**src/rtl/incdec_pkg.sv**
```systemverilog
package incdec_pkg;

  // control sequence for the memory read-modify-write form
  typedef enum logic [1:0] {
    ST_IDLE = 2'd0,
    ST_MRD  = 2'd1,
    ST_MMOD = 2'd2,
    ST_MWR  = 2'd3
  } ctl_state_e;

  // flag register layout, most significant first
  typedef struct packed {
    logic z;
    logic n;
    logic h;
    logic c;
  } flags_t;

  localparam int          NUM_BYTES = 8;
  localparam logic [2:0]  CODE_MEM  = 3'd6;
  localparam logic [2:0]  CODE_A    = 3'd7;
  localparam logic [2:0]  GRP_SP    = 3'd3;
  localparam logic [2:0]  GRP_AF    = 3'd4;
  localparam logic [1:0]  PAIR_SP   = 2'd3;

endpackage

```
**src/rtl/incdec_alu8.sv**
```systemverilog
module incdec_alu8
  import incdec_pkg::*;
#(
  parameter int W = 8
) (
  input  logic [W-1:0] operand,
  input  logic         dec,
  input  logic         c_in,
  output logic [W-1:0] result,
  output flags_t       flags_out
);

  logic [3:0] low_nib;

  assign low_nib = operand[3:0];

  always_comb begin
    if (dec) begin
      result = operand - W'(1);
    end else begin
      result = operand + W'(1);
    end
    flags_out.z = (result == '0);
    flags_out.n = dec;
    flags_out.h = dec ? (low_nib == 4'h0) : (low_nib == 4'hF);
    flags_out.c = c_in;
  end

endmodule

```
**src/rtl/incdec_regfile.sv**
```systemverilog
module incdec_regfile
  import incdec_pkg::*;
#(
  parameter int W = 8,
  localparam int PW = 2 * W
) (
  input  logic          clk,
  input  logic          rst_n,
  input  logic          wr8_en,
  input  logic [2:0]    wr8_idx,
  input  logic [W-1:0]  wr8_data,
  input  logic          wrp_en,
  input  logic [1:0]    wrp_idx,
  input  logic [PW-1:0] wrp_data,
  input  logic          flg_en,
  input  flags_t        flg_data,
  input  logic          ld_en,
  input  logic [2:0]    ld_sel,
  input  logic [PW-1:0] ld_data,
  input  logic [2:0]    rd8_idx,
  output logic [W-1:0]  rd8_data,
  input  logic [1:0]    rdp_idx,
  output logic [PW-1:0] rdp_data,
  input  logic [2:0]    view_sel,
  output logic [PW-1:0] view_data,
  output logic [PW-1:0] hl,
  output flags_t        flags
);

  logic [W-1:0]  byte_q [NUM_BYTES];
  logic [PW-1:0] sp_q, sp_d;
  logic          sp_en;
  flags_t        flg_q, flg_d;
  logic          flg_we;

  for (genvar gi = 0; gi < NUM_BYTES; gi++) begin : g_byte
    localparam logic [2:0] IDX     = 3'(gi);
    localparam logic [1:0] PIDX    = 2'(gi / 2);
    localparam bit         IS_PAIR = (gi < 6);
    localparam bit         HIGHB   = ((gi % 2) == 0);

    if (IDX == CODE_MEM) begin : g_hole
      assign byte_q[gi] = '0;
    end else begin : g_store
      logic [W-1:0] q;
      logic [W-1:0] d;
      logic         en;

      always_comb begin
        en = 1'b0;
        d  = q;
        if (wr8_en && wr8_idx == IDX) begin
          en = 1'b1;
          d  = wr8_data;
        end else if (IS_PAIR && wrp_en && wrp_idx == PIDX) begin
          en = 1'b1;
          d  = HIGHB ? wrp_data[PW-1:W] : wrp_data[W-1:0];
        end else if (IS_PAIR && ld_en && ld_sel == {1'b0, PIDX}) begin
          en = 1'b1;
          d  = HIGHB ? ld_data[PW-1:W] : ld_data[W-1:0];
        end else if (!IS_PAIR && ld_en && ld_sel == GRP_AF) begin
          en = 1'b1;
          d  = ld_data[PW-1:W];
        end
      end

      always_ff @(posedge clk or negedge rst_n) begin
        if (!rst_n) begin
          q <= '0;
        end else if (en) begin
          q <= d;
        end
      end

      assign byte_q[gi] = q;
    end
  end

  // stack pointer
  always_comb begin
    sp_en = 1'b0;
    sp_d  = sp_q;
    if (wrp_en && wrp_idx == PAIR_SP) begin
      sp_en = 1'b1;
      sp_d  = wrp_data;
    end else if (ld_en && ld_sel == GRP_SP) begin
      sp_en = 1'b1;
      sp_d  = ld_data;
    end
  end

  always_ff @(posedge clk or negedge rst_n) begin
    if (!rst_n) begin
      sp_q <= '0;
    end else if (sp_en) begin
      sp_q <= sp_d;
    end
  end

  // flags
  always_comb begin
    flg_we = 1'b0;
    flg_d  = flg_q;
    if (flg_en) begin
      flg_we = 1'b1;
      flg_d  = flg_data;
    end else if (ld_en && ld_sel == GRP_AF) begin
      flg_we = 1'b1;
      flg_d  = flags_t'(ld_data[W-1 -: 4]);
    end
  end

  always_ff @(posedge clk or negedge rst_n) begin
    if (!rst_n) begin
      flg_q <= '0;
    end else if (flg_we) begin
      flg_q <= flg_d;
    end
  end

  // read side
  assign rd8_data = byte_q[rd8_idx];
  assign hl       = {byte_q[4], byte_q[5]};
  assign flags    = flg_q;

  always_comb begin
    case (rdp_idx)
      2'd0:    rdp_data = {byte_q[0], byte_q[1]};
      2'd1:    rdp_data = {byte_q[2], byte_q[3]};
      2'd2:    rdp_data = {byte_q[4], byte_q[5]};
      default: rdp_data = sp_q;
    endcase
  end

  always_comb begin
    case (view_sel)
      3'd0:    view_data = {byte_q[0], byte_q[1]};
      3'd1:    view_data = {byte_q[2], byte_q[3]};
      3'd2:    view_data = {byte_q[4], byte_q[5]};
      3'd3:    view_data = sp_q;
      3'd4:    view_data = {byte_q[CODE_A], flg_q, {(W-4){1'b0}}};
      default: view_data = '0;
    endcase
  end

endmodule

```
**src/rtl/incdec_ctrl.sv**
```systemverilog
module incdec_ctrl
  import incdec_pkg::*;
#(
  parameter int CYC_REG  = 4,
  parameter int CYC_PAIR = 8,
  parameter int CYC_MEM  = 12,
  parameter int CNT_W    = 4
) (
  input  logic             clk,
  input  logic             rst_n,
  input  logic             op_valid,
  input  logic             op_wide,
  input  logic [2:0]       op_reg,
  output logic             do_reg,
  output logic             do_pair,
  output logic             mem_start,
  output logic             mem_rd,
  output logic             mem_cap,
  output logic             mem_wr,
  output logic             busy,
  output logic             done,
  output logic [CNT_W-1:0] done_cyc
);

  ctl_state_e       st_q, st_d;
  logic             done_q, done_d;
  logic [CNT_W-1:0] cyc_q, cyc_d;
  logic             idle;

  assign idle      = (st_q == ST_IDLE);
  assign do_pair   = idle && op_valid && op_wide;
  assign do_reg    = idle && op_valid && !op_wide && (op_reg != CODE_MEM);
  assign mem_start = idle && op_valid && !op_wide && (op_reg == CODE_MEM);
  assign mem_rd    = (st_q == ST_MRD);
  assign mem_cap   = (st_q == ST_MMOD);
  assign mem_wr    = (st_q == ST_MWR);
  assign busy      = !idle;

  always_comb begin
    st_d = st_q;
    case (st_q)
      ST_IDLE: if (mem_start) st_d = ST_MRD;
      ST_MRD:  st_d = ST_MMOD;
      ST_MMOD: st_d = ST_MWR;
      default: st_d = ST_IDLE;
    endcase
  end

  always_comb begin
    done_d = 1'b0;
    cyc_d  = cyc_q;
    if (do_reg) begin
      done_d = 1'b1;
      cyc_d  = CNT_W'(CYC_REG);
    end else if (do_pair) begin
      done_d = 1'b1;
      cyc_d  = CNT_W'(CYC_PAIR);
    end else if (mem_wr) begin
      done_d = 1'b1;
      cyc_d  = CNT_W'(CYC_MEM);
    end
  end

  always_ff @(posedge clk or negedge rst_n) begin
    if (!rst_n) begin
      st_q   <= ST_IDLE;
      done_q <= 1'b0;
      cyc_q  <= '0;
    end else begin
      st_q   <= st_d;
      done_q <= done_d;
      cyc_q  <= cyc_d;
    end
  end

  assign done     = done_q;
  assign done_cyc = cyc_q;


  strobe_excl_chk: assert property (@(posedge clk) disable iff (!rst_n)
    $onehot0({mem_rd, mem_wr}));


  cost_legal_chk: assert property (@(posedge clk) disable iff (!rst_n)
    done |-> (done_cyc == CNT_W'(CYC_REG) || done_cyc == CNT_W'(CYC_PAIR) ||
              done_cyc == CNT_W'(CYC_MEM)));


  rmw_order_chk: assert property (@(posedge clk) disable iff (!rst_n)
    mem_rd |=> ##1 mem_wr);


  rmw_done_chk: assert property (@(posedge clk) disable iff (!rst_n)
    mem_wr |=> (done && done_cyc == CNT_W'(CYC_MEM)));

endmodule

```
**src/rtl/incdec_unit.sv**
```systemverilog
module incdec_unit
  import incdec_pkg::*;
#(
  parameter int DATA_W   = 8,
  parameter int CYC_REG  = 4,
  parameter int CYC_PAIR = 8,
  parameter int CYC_MEM  = 12,
  localparam int PW      = 2 * DATA_W,
  localparam int CNT_W   = $clog2(CYC_MEM + 1)
) (
  input  logic              clk,
  input  logic              rst_n,
  input  logic              op_valid,
  input  logic              op_dec,
  input  logic              op_wide,
  input  logic [2:0]        op_reg,
  input  logic [1:0]        op_pair,
  output logic              busy,
  output logic              done,
  output logic [CNT_W-1:0]  done_cyc,
  input  logic              ld_en,
  input  logic [2:0]        ld_sel,
  input  logic [PW-1:0]     ld_data,
  input  logic [2:0]        rd_sel,
  output logic [PW-1:0]     rd_data,
  output logic [3:0]        flags,
  output logic [PW-1:0]     mem_addr,
  output logic              mem_rd,
  output logic              mem_wr,
  output logic [DATA_W-1:0] mem_wdata,
  input  logic [DATA_W-1:0] mem_rdata
);

  logic              do_reg, do_pair, mem_start, mem_cap;
  logic              ld_go;
  logic [DATA_W-1:0] rd8_data, alu_in, alu_res;
  logic [PW-1:0]     pair_cur, pair_new, hl;
  flags_t            flg_cur, alu_flg, flg_wr;
  logic              alu_dec, flg_en;

  logic              dec_q, dec_d;
  logic [DATA_W-1:0] wdat_q, wdat_d;
  flags_t            fpend_q, fpend_d;

  incdec_ctrl #(
    .CYC_REG  (CYC_REG),
    .CYC_PAIR (CYC_PAIR),
    .CYC_MEM  (CYC_MEM),
    .CNT_W    (CNT_W)
  ) u_ctrl (
    .clk       (clk),
    .rst_n     (rst_n),
    .op_valid  (op_valid),
    .op_wide   (op_wide),
    .op_reg    (op_reg),
    .do_reg    (do_reg),
    .do_pair   (do_pair),
    .mem_start (mem_start),
    .mem_rd    (mem_rd),
    .mem_cap   (mem_cap),
    .mem_wr    (mem_wr),
    .busy      (busy),
    .done      (done),
    .done_cyc  (done_cyc)
  );

  // loads only land while idle and not competing with a request
  assign ld_go = ld_en && !busy && !op_valid;

  assign alu_in  = mem_cap ? mem_rdata : rd8_data;
  assign alu_dec = mem_cap ? dec_q : op_dec;

  incdec_alu8 #(.W(DATA_W)) u_alu (
    .operand   (alu_in),
    .dec       (alu_dec),
    .c_in      (flg_cur.c),
    .result    (alu_res),
    .flags_out (alu_flg)
  );

  assign pair_new = op_dec ? (pair_cur - PW'(1)) : (pair_cur + PW'(1));

  assign flg_en = do_reg || mem_wr;
  assign flg_wr = mem_wr ? fpend_q : alu_flg;

  incdec_regfile #(.W(DATA_W)) u_rf (
    .clk       (clk),
    .rst_n     (rst_n),
    .wr8_en    (do_reg),
    .wr8_idx   (op_reg),
    .wr8_data  (alu_res),
    .wrp_en    (do_pair),
    .wrp_idx   (op_pair),
    .wrp_data  (pair_new),
    .flg_en    (flg_en),
    .flg_data  (flg_wr),
    .ld_en     (ld_go),
    .ld_sel    (ld_sel),
    .ld_data   (ld_data),
    .rd8_idx   (op_reg),
    .rd8_data  (rd8_data),
    .rdp_idx   (op_pair),
    .rdp_data  (pair_cur),
    .view_sel  (rd_sel),
    .view_data (rd_data),
    .hl        (hl),
    .flags     (flg_cur)
  );

  // memory-form holding registers
  always_comb begin
    dec_d   = dec_q;
    wdat_d  = wdat_q;
    fpend_d = fpend_q;
    if (mem_start) begin
      dec_d = op_dec;
    end
    if (mem_cap) begin
      wdat_d  = alu_res;
      fpend_d = alu_flg;
    end
  end

  always_ff @(posedge clk or negedge rst_n) begin
    if (!rst_n) begin
      dec_q   <= 1'b0;
      wdat_q  <= '0;
      fpend_q <= '0;
    end else begin
      dec_q   <= dec_d;
      wdat_q  <= wdat_d;
      fpend_q <= fpend_d;
    end
  end

  assign mem_addr  = hl;
  assign mem_wdata = wdat_q;
  assign flags     = flg_cur;


  pair_flags_chk: assert property (@(posedge clk) disable iff (!rst_n)
    do_pair |=> $stable(flg_cur));


  carry_keep_chk: assert property (@(posedge clk) disable iff (!rst_n)
    do_reg |=> (flg_cur.c == $past(flg_cur.c)));


  addr_hold_chk: assert property (@(posedge clk) disable iff (!rst_n)
    busy |=> $stable(hl));


  rd_addr_chk: assert property (@(posedge clk) disable iff (!rst_n)
    mem_start |=> (mem_rd && mem_addr == $past(hl)));

endmodule

```
**config.mk**
```make
export PLATFORM = sky130hd
export DESIGN_NAME = incdec_unit
export DESIGN_NICKNAME = d
export VERILOG_FILES = /design/src/rtl/incdec_pkg.sv /design/src/rtl/incdec_alu8.sv /design/src/rtl/incdec_regfile.sv /design/src/rtl/incdec_ctrl.sv /design/src/rtl/incdec_unit.sv
export SDC_FILE = /design/constraint.sdc
export NUM_CORES = 1
export LEC_CHECK = 0
export ABC_AREA = 1
export BUFFER_PORTS_ARGS = -buffer_cell sky130_fd_sc_hd__buf_2
export CAP_MARGIN = 20
export CELL_PAD_IN_SITES_DETAIL_PLACEMENT = 0
export CELL_PAD_IN_SITES_GLOBAL_PLACEMENT = 1
export CORE_UTILIZATION = 40
export CTS_BUF_LIST = sky130_fd_sc_hd__clkbuf_8
export DETAILED_ROUTE_END_ITERATION = 6
export GPL_ROUTABILITY_DRIVEN = 0
export PLACE_DENSITY_LB_ADDON = 0.1
export SYNTH_ARGS = -nofsm -noshare
export SYNTH_HDL_FRONTEND = slang
export SYNTH_SLANG_ARGS = --single-unit
```
**constraint.sdc**
```tcl
create_clock -name clk -period 3.6 [get_ports clk]
set_input_delay 0.18 -clock clk [delete_from_list [all_inputs] [get_ports clk]]
set_output_delay 0.18 -clock clk [all_outputs]
set_load 0.01 [all_outputs]
```
==> results.ini, run 1 <==
[timing]
slew_violations = 0
tightest_slew_ns = 0.972
rsz0062_at_grt = no
layout_setup_ws_ns = 0.276
fin_crit_ns = 3.32
setup_viol = 0
fin_tns_setup_ns = 0
slew_headroom = 0.350
max_freq_mhz = 301
fin_skew_ns = 0.0153
fin_crit_sh = 0.923
final_hold_viol_count = 0

[clock_tree]
cts_sinks = 94
cts_max_path_buffers = 2
cts_root_buf = clkbuf_8
clk_latency_ns = 0.40
cts_tree = built
clk_pin_slew_worst_paths_ns = 0.11
htree_levels = 3
cts_buffers = 9

[route]
routed_wl_microns = 32900
drtAntennaViolNets = 0
drc = 0
wire_per_inst_microns = 23.3
drt-pass1-iter-count = 6
vias = 8473
drtIter0Drc = 1074
viasPerCell = 6.00

[critical_path]
critPathKind = register to register
crit_arrival_ns = 3.62
reg2reg_depth = 13
start_kind = register
crit_path_start = u_ctrl.st_q[0]
required_ns = 3.90
cp_max_fo = 7
reg2reg_from = u_ctrl.st_q[0]
endpoint_kind = register

[yosys]
synth_common_cells = 253 x nand2_1, 162 x inv_1, 97 x o21ai_0
synth_cell_types = 43
synth_top_area_cell = dfrtp_1
ys_ff_latch = 94
synth_top_area_frac = 0.319
yosysMostFrequentCell = nand2_1
synth_edf_count = 0
async_flop_share = 1.00
synthTopCellsByArea = dfrtp_1 32%, nand2_1 13%, inv_1 8.3%
avgSynthCellArea_sq_um = 6.82
synth.cell_area_sq_mm = 0.00737
synth_warnings = 0
syn_inst = 1080
yosysSeqAreaShare = 0.319
synth_ff_type = dfrtp_1

[min_path]
whs_path_depth = 3
worstHoldStart = ld_data[3]
hold_path.class = input pin to register

[finish]
n_fill_cell = 1952
syn2layout_area_growth_pct = 13.8
fin_nets = 1247
final_layout_size_suffix_gt1_frac = 0.145

[floorplan]
rows = 49
io_pins = 93
floorplan.initialDensity = 0.409
core_area_sq_mm = 0.0180
dieArea_sq_mm = 0.0190
die_h_microns = 138
die_x_microns = 138

[power]
powerDensity_mw_per_mm2 = 842
peakVddDrop_mv = 0.508
leakage_nw = 4.22

[grt]
grt_pass1_wl_microns = 48300
antenna_found_initial = 0
grt_max_degree = 59
gr-total-overflow = 0
grt_pass1_vias = 7799
grt_usage = 0.358

[job]
max_cap_viol_count = 0

[status]
status = completed

[place]
io_buffers = 90
post-place-ws_ns = 0.226
hpwl_microns = 25700

[critical path: stages, from the launching register on]
cell      delay, ns
dfrtp_1        0.39
inv_1          0.08
ha_1           0.28
inv_1          0.19
o21ai_0        0.12
o21ai_1        0.32
ha_1           0.37
a21oi_1        0.35
nor2_1         0.07
nor2_1         0.17
nand2_1        0.10
nand2_1        0.07
nand2_1        0.36
o211ai_1       0.34
[registers in the layout, indices dropped and copies added, names as in the netlist]
| name | flops |
|---|---|
| u_rf.sp_q | 16 |
| u_ctrl.st_q | 2 |
| u_ctrl.done_cyc | 2 |
| fpend_q | 4 |
| u_rf.g_byte.g_store.q | 56 |
| mem_wdata | 8 |
| u_rf.flags | 4 |
| dec_q | 1 |
| u_ctrl.done | 1 |
[layout by cell type (no fill, tap or decap), types with 5 or more instances in the layout]
master    count
clkbuf_8      9
o221ai_1     32
o21ai_1      12
o211ai_1     33
xor2_1        5
nand2_1     253
nand4_1       9
o21ai_0      97
dfrtp_1      94
nor3_1        6
ha_1         27
a22oi_1      16
inv_2        16
o22ai_1      21
a221oi_1      9
buf_2        89
nor2_1       52
nand3_1      81
a21oi_1      75
inv_1       162
buf_4        28
[cell type report]
| cell class | count | area, sq um | share of cell area |
|---|---|---|---|
| antenna | 1 | 2.50 | 0.000299 |
| clock buffer | 9 | 124 | 0.0148 |
| tap | 229 | 287 | 0.0342 |
| inverter | 178 | 668 | 0.0797 |
| clock inverter | 7 | 80.1 | 0.00956 |
| timing repair buffer | 118 | 666 | 0.0794 |
| multi-input combinational | 776 | 4200 | 0.501 |
| sequential | 94 | 2350 | 0.281 |
[routing by layer]
| metal | part of all wire | vias up | track usage |
|---|---|---|---|
| li1 | - | 3874 | - |
| met1 | 0.42 | 3976 | 0.495 |
| met2 | 0.44 | 522 | 0.535 |
| met3 | 0.099 | 101 | 0.0625 |
| met4 | 0.048 | 0 | 0.176 |
| met5 | 0 | - | 0 |
[through the flow]
stage,util,cell area [sq um],std cells,power [mW],hold slack [ns]
after detailed placement,0.453,8160,1394,6.13,0.310
final,0.465,8380,1412,7.06,0.0498
after global routing,0.465,8380,1411,7.50,0.0395
after CTS,0.465,8380,1411,6.93,0.0482
after floorplan,-,7370,1081,4.33,-0.116
after global placement,0.453,8160,1394,6.15,0.312
[cell families after synthesis]
logic type	after synthesis	synth area share
AOI/OAI and AO/OA	313	0.261
xor gates and xnor gates	8	0.00951
DFF	94	0.319
buffers and inverters	211	0.111
other	1	0.000509
and+or+nand+nor	424	0.247
adders and majority gates	29	0.0513
[timing repair]
action,4_1_cts,5_1_grt
hold buffers,1,0
gates resized for setup,0,0
setup buffers,0,0
endpoints found under the hold margin,56,0
[path summary, 6_finish.rpt]
path / end / slack (ns)
min in group asynchronous: u_rf.sp_q[13] / 0.39
setup reg to reg: u_rf.g_byte[2].g_store.q[5] / 0.28
hold / removal: u_rf.sp_q[3] / 0.05
setup / recovery: u_rf.g_byte[2].g_store.q[5] / 0.28
max in group asynchronous: u_rf.g_byte[7].g_store.q[6] / 2.38
hold reg to reg: mem_wdata[3] / 0.50
[power by group]
part | switching (mW) | internal, mW | total, mW | leakage (nW)
combinational | 2.86 | 1.29 | 4.14 | 2.96
clock | 0.459 | 0.332 | 0.790 | 0.102
sequential | 0.562 | 1.56 | 2.13 | 1.15
total | 3.88 | 3.18 | 7.06 | 4.22
Power figures use the tool's default switching activity.
==> run 2: changes to the inputs <==
- CORE_UTILIZATION: 40 -> 39
==> run 2 against run 1 <==
Register-to-register slack better by 0.10 ns. Clock skew down 0.0014 ns. Sequential power about the same. Sequential cell count unchanged. Maximum frequency up 3.2%. Power up 0.79%. Via count up 1.1%. Global-route usage down 1.1 points. Setup slack better by 0.10 ns. Critical endpoint unchanged. Largest power group unchanged. Highest routed layer unchanged.
==> results.ini, run 2 (same netlist as run 1, synthesis figures left out) <==
[grt]
grt_pass1_wl_microns = 49400
grt_pass1_vias = 7985
grt_max_degree = 76
grt_usage = 0.347
antenna_found_initial = 0
gr-total-overflow = 0

[critical_path]
r2r_slack_ns = 0.38
crit_arrival_ns = 3.53
endpoint_kind = register
crit_chain = inv_1 -> ha_1 -> buf_4 -> o21ai_1 -> ha_1 -> a21oi_1 -> nor2_1 -> nor2_1 -> nand2_1 -> nand2_1 -> nand2_1 -> o211ai_1
cp_slowest_cell = o21ai_1
max_stage_delay_ns = 0.52
cp_common_cell = nand2_1
cp_max_fo = 6
cp_num_buf_inv = 2
r2r-end = u_rf.g_byte[2].g_store.q[5]
reg2reg_from = u_ctrl.st_q[0]
critPathKind = register to register
required_ns = 3.91
reg2reg_depth = 12
crit_family = compound AO/OA/AOI/OAI gates
start_kind = register

[clock_tree]
clk_latency_ns = 0.41
cts_setup_buffers = 0
cts_root_buf = clkbuf_8
cts_sinks = 94
htree_levels = 3
cts_buffers = 9
cts_resized = 0
cts_tree = built
cts_max_path_buffers = 2
clk_pin_slew_worst_paths_ns = 0.11

[power]
peakVddDrop_mv = 0.396
total_power_mw = 7.11
powerDensity_mw_per_mm2 = 848
leakage_nw = 4.21

[route]
wire_per_inst_microns = 23.7
drtIter0Drc = 1153
drt-pass1-iter-count = 5
vias = 8569
drtAntennaViolNets = 0
viasPerCell = 6.09
drc = 0
routed_wl_microns = 33400

[finish]
post-route-util = 0.461
final_layout_size_suffix_gt1_frac = 0.142
final_common_cell = nand2_1
diodes = 0
multi_input_area_sq_mm = 0.00420
top_register = u_rf.g_byte.g_store.q
area.sequential_sq_mm = 0.00235
final_cell_mix = 253 x nand2_1, 163 x inv_1, 97 x o21ai_0, 94 x dfrtp_1, 89 x buf_2
largest_reg_flops = 56
fin_nets = 1244
final_cell_area_sq_mm = 0.00839
syn2layout_area_growth_pct = 13.9
n_fill_cell = 1944

[place]
placed_cell_area_sq_mm = 0.00813
hpwl_microns = 26100
io_buffers = 90

[floorplan]
die_h_microns = 139
die_x_microns = 139
dieArea_sq_mm = 0.0194
io_pins = 93
core_area_sq_mm = 0.0182
rows = 49
floorplan.initialDensity = 0.405

[timing]
whs_ns = 0.0353
fin_skew_ns = 0.0139
fin_crit_ns = 3.22
fin_tns_setup_ns = 0
slew_violations = 0
fin_crit_sh = 0.895
rsz0062_at_grt = no
setup_viol = 0
slew_headroom = 0.371
tightest_slew_ns = 0.942
final_hold_viol_count = 0
max_freq_mhz = 310

[min_path]
whs_path_depth = 3
min_to = u_rf.sp_q[2]
hold_path.class = input pin to register
worstHoldStart = ld_data[2]

[job]
max_cap_viol_count = 0

[status]
status = completed

run 2: changes by cell type in the layout (fill, tap and decap cells not counted), sizes merged:
cell | before | now
clkinvlp | 1 | 2
clkinv | 2 | 0
bufinv | 1 | 2
diode | 1 | 0
buf | 117 | 114
run 2: power breakdown:
part	internal (mW)	leakage [nW]	total, mW	switching, mW
sequential	1.56	1.15	2.14	0.574
clock	0.394	0.108	0.835	0.441
combinational	1.27	2.96	4.14	2.87
run 2: tightest hold or removal path, stage by stage:
cell and delay (ns):
buf_2 0.10, o21ai_0 0.08, nand2_1 0.06
run 2: cell type report:
| type | instances | share of cell area |
|---|---|---|
| repair buffers | 115 | 0.0790 |
| clock buffers | 9 | 0.0148 |
| inverters | 178 | 0.0796 |
| multi-input cells | 776 | 0.501 |
| well taps | 229 | 0.0341 |
| clock inverters | 7 | 0.0115 |
| flip-flops and latches | 94 | 0.280 |
run 2: through the flow:
stage	setup WS [ns]	cells
2_1_floorplan	0.805	1081
3_3_place_gp	0.415	1390
3_5_place_dp	0.390	1390
4_1_cts	0.423	1406
5_1_grt	0.162	1408
6_report	0.379	1408
run 2: worst max path at each step:
stage	from	end	slack, ns	cells after the start
floorplan	u_ctrl.st_q[0]	fpend_q[3]	0.80	15
global placement	op_pair[0]	u_rf.g_byte[4].g_store.q[7]	0.42	18
detailed placement	op_pair[1]	u_rf.g_byte[4].g_store.q[4]	0.39	16
CTS	u_ctrl.st_q[0]	u_rf.g_byte[2].g_store.q[5]	0.42	12
global route	u_ctrl.st_q[0]	u_rf.flags[3]	0.16	15
finish	u_ctrl.st_q[0]	u_rf.g_byte[2].g_store.q[5]	0.38	12
run 2: what timing repair did:
action / in CTS / in global routing
hold endpoints to repair: 0 / 43
hold buffers: 0 / 1
setup endpoints to repair: 0 / 0
run 2: layer usage:
| layer | vias to the layer above | wire length (microns) | track usage | share of wire |
|---|---|---|---|---|
| met5 | - | 0 | 0 | 0 |
| met4 | 0 | 1890 | 0.203 | 0.057 |
| met3 | 114 | 3270 | 0.0626 | 0.098 |
| met2 | 514 | 14400 | 0.518 | 0.43 |
| met1 | 4076 | 13800 | 0.470 | 0.41 |
| li1 | 3865 | - | - | - |
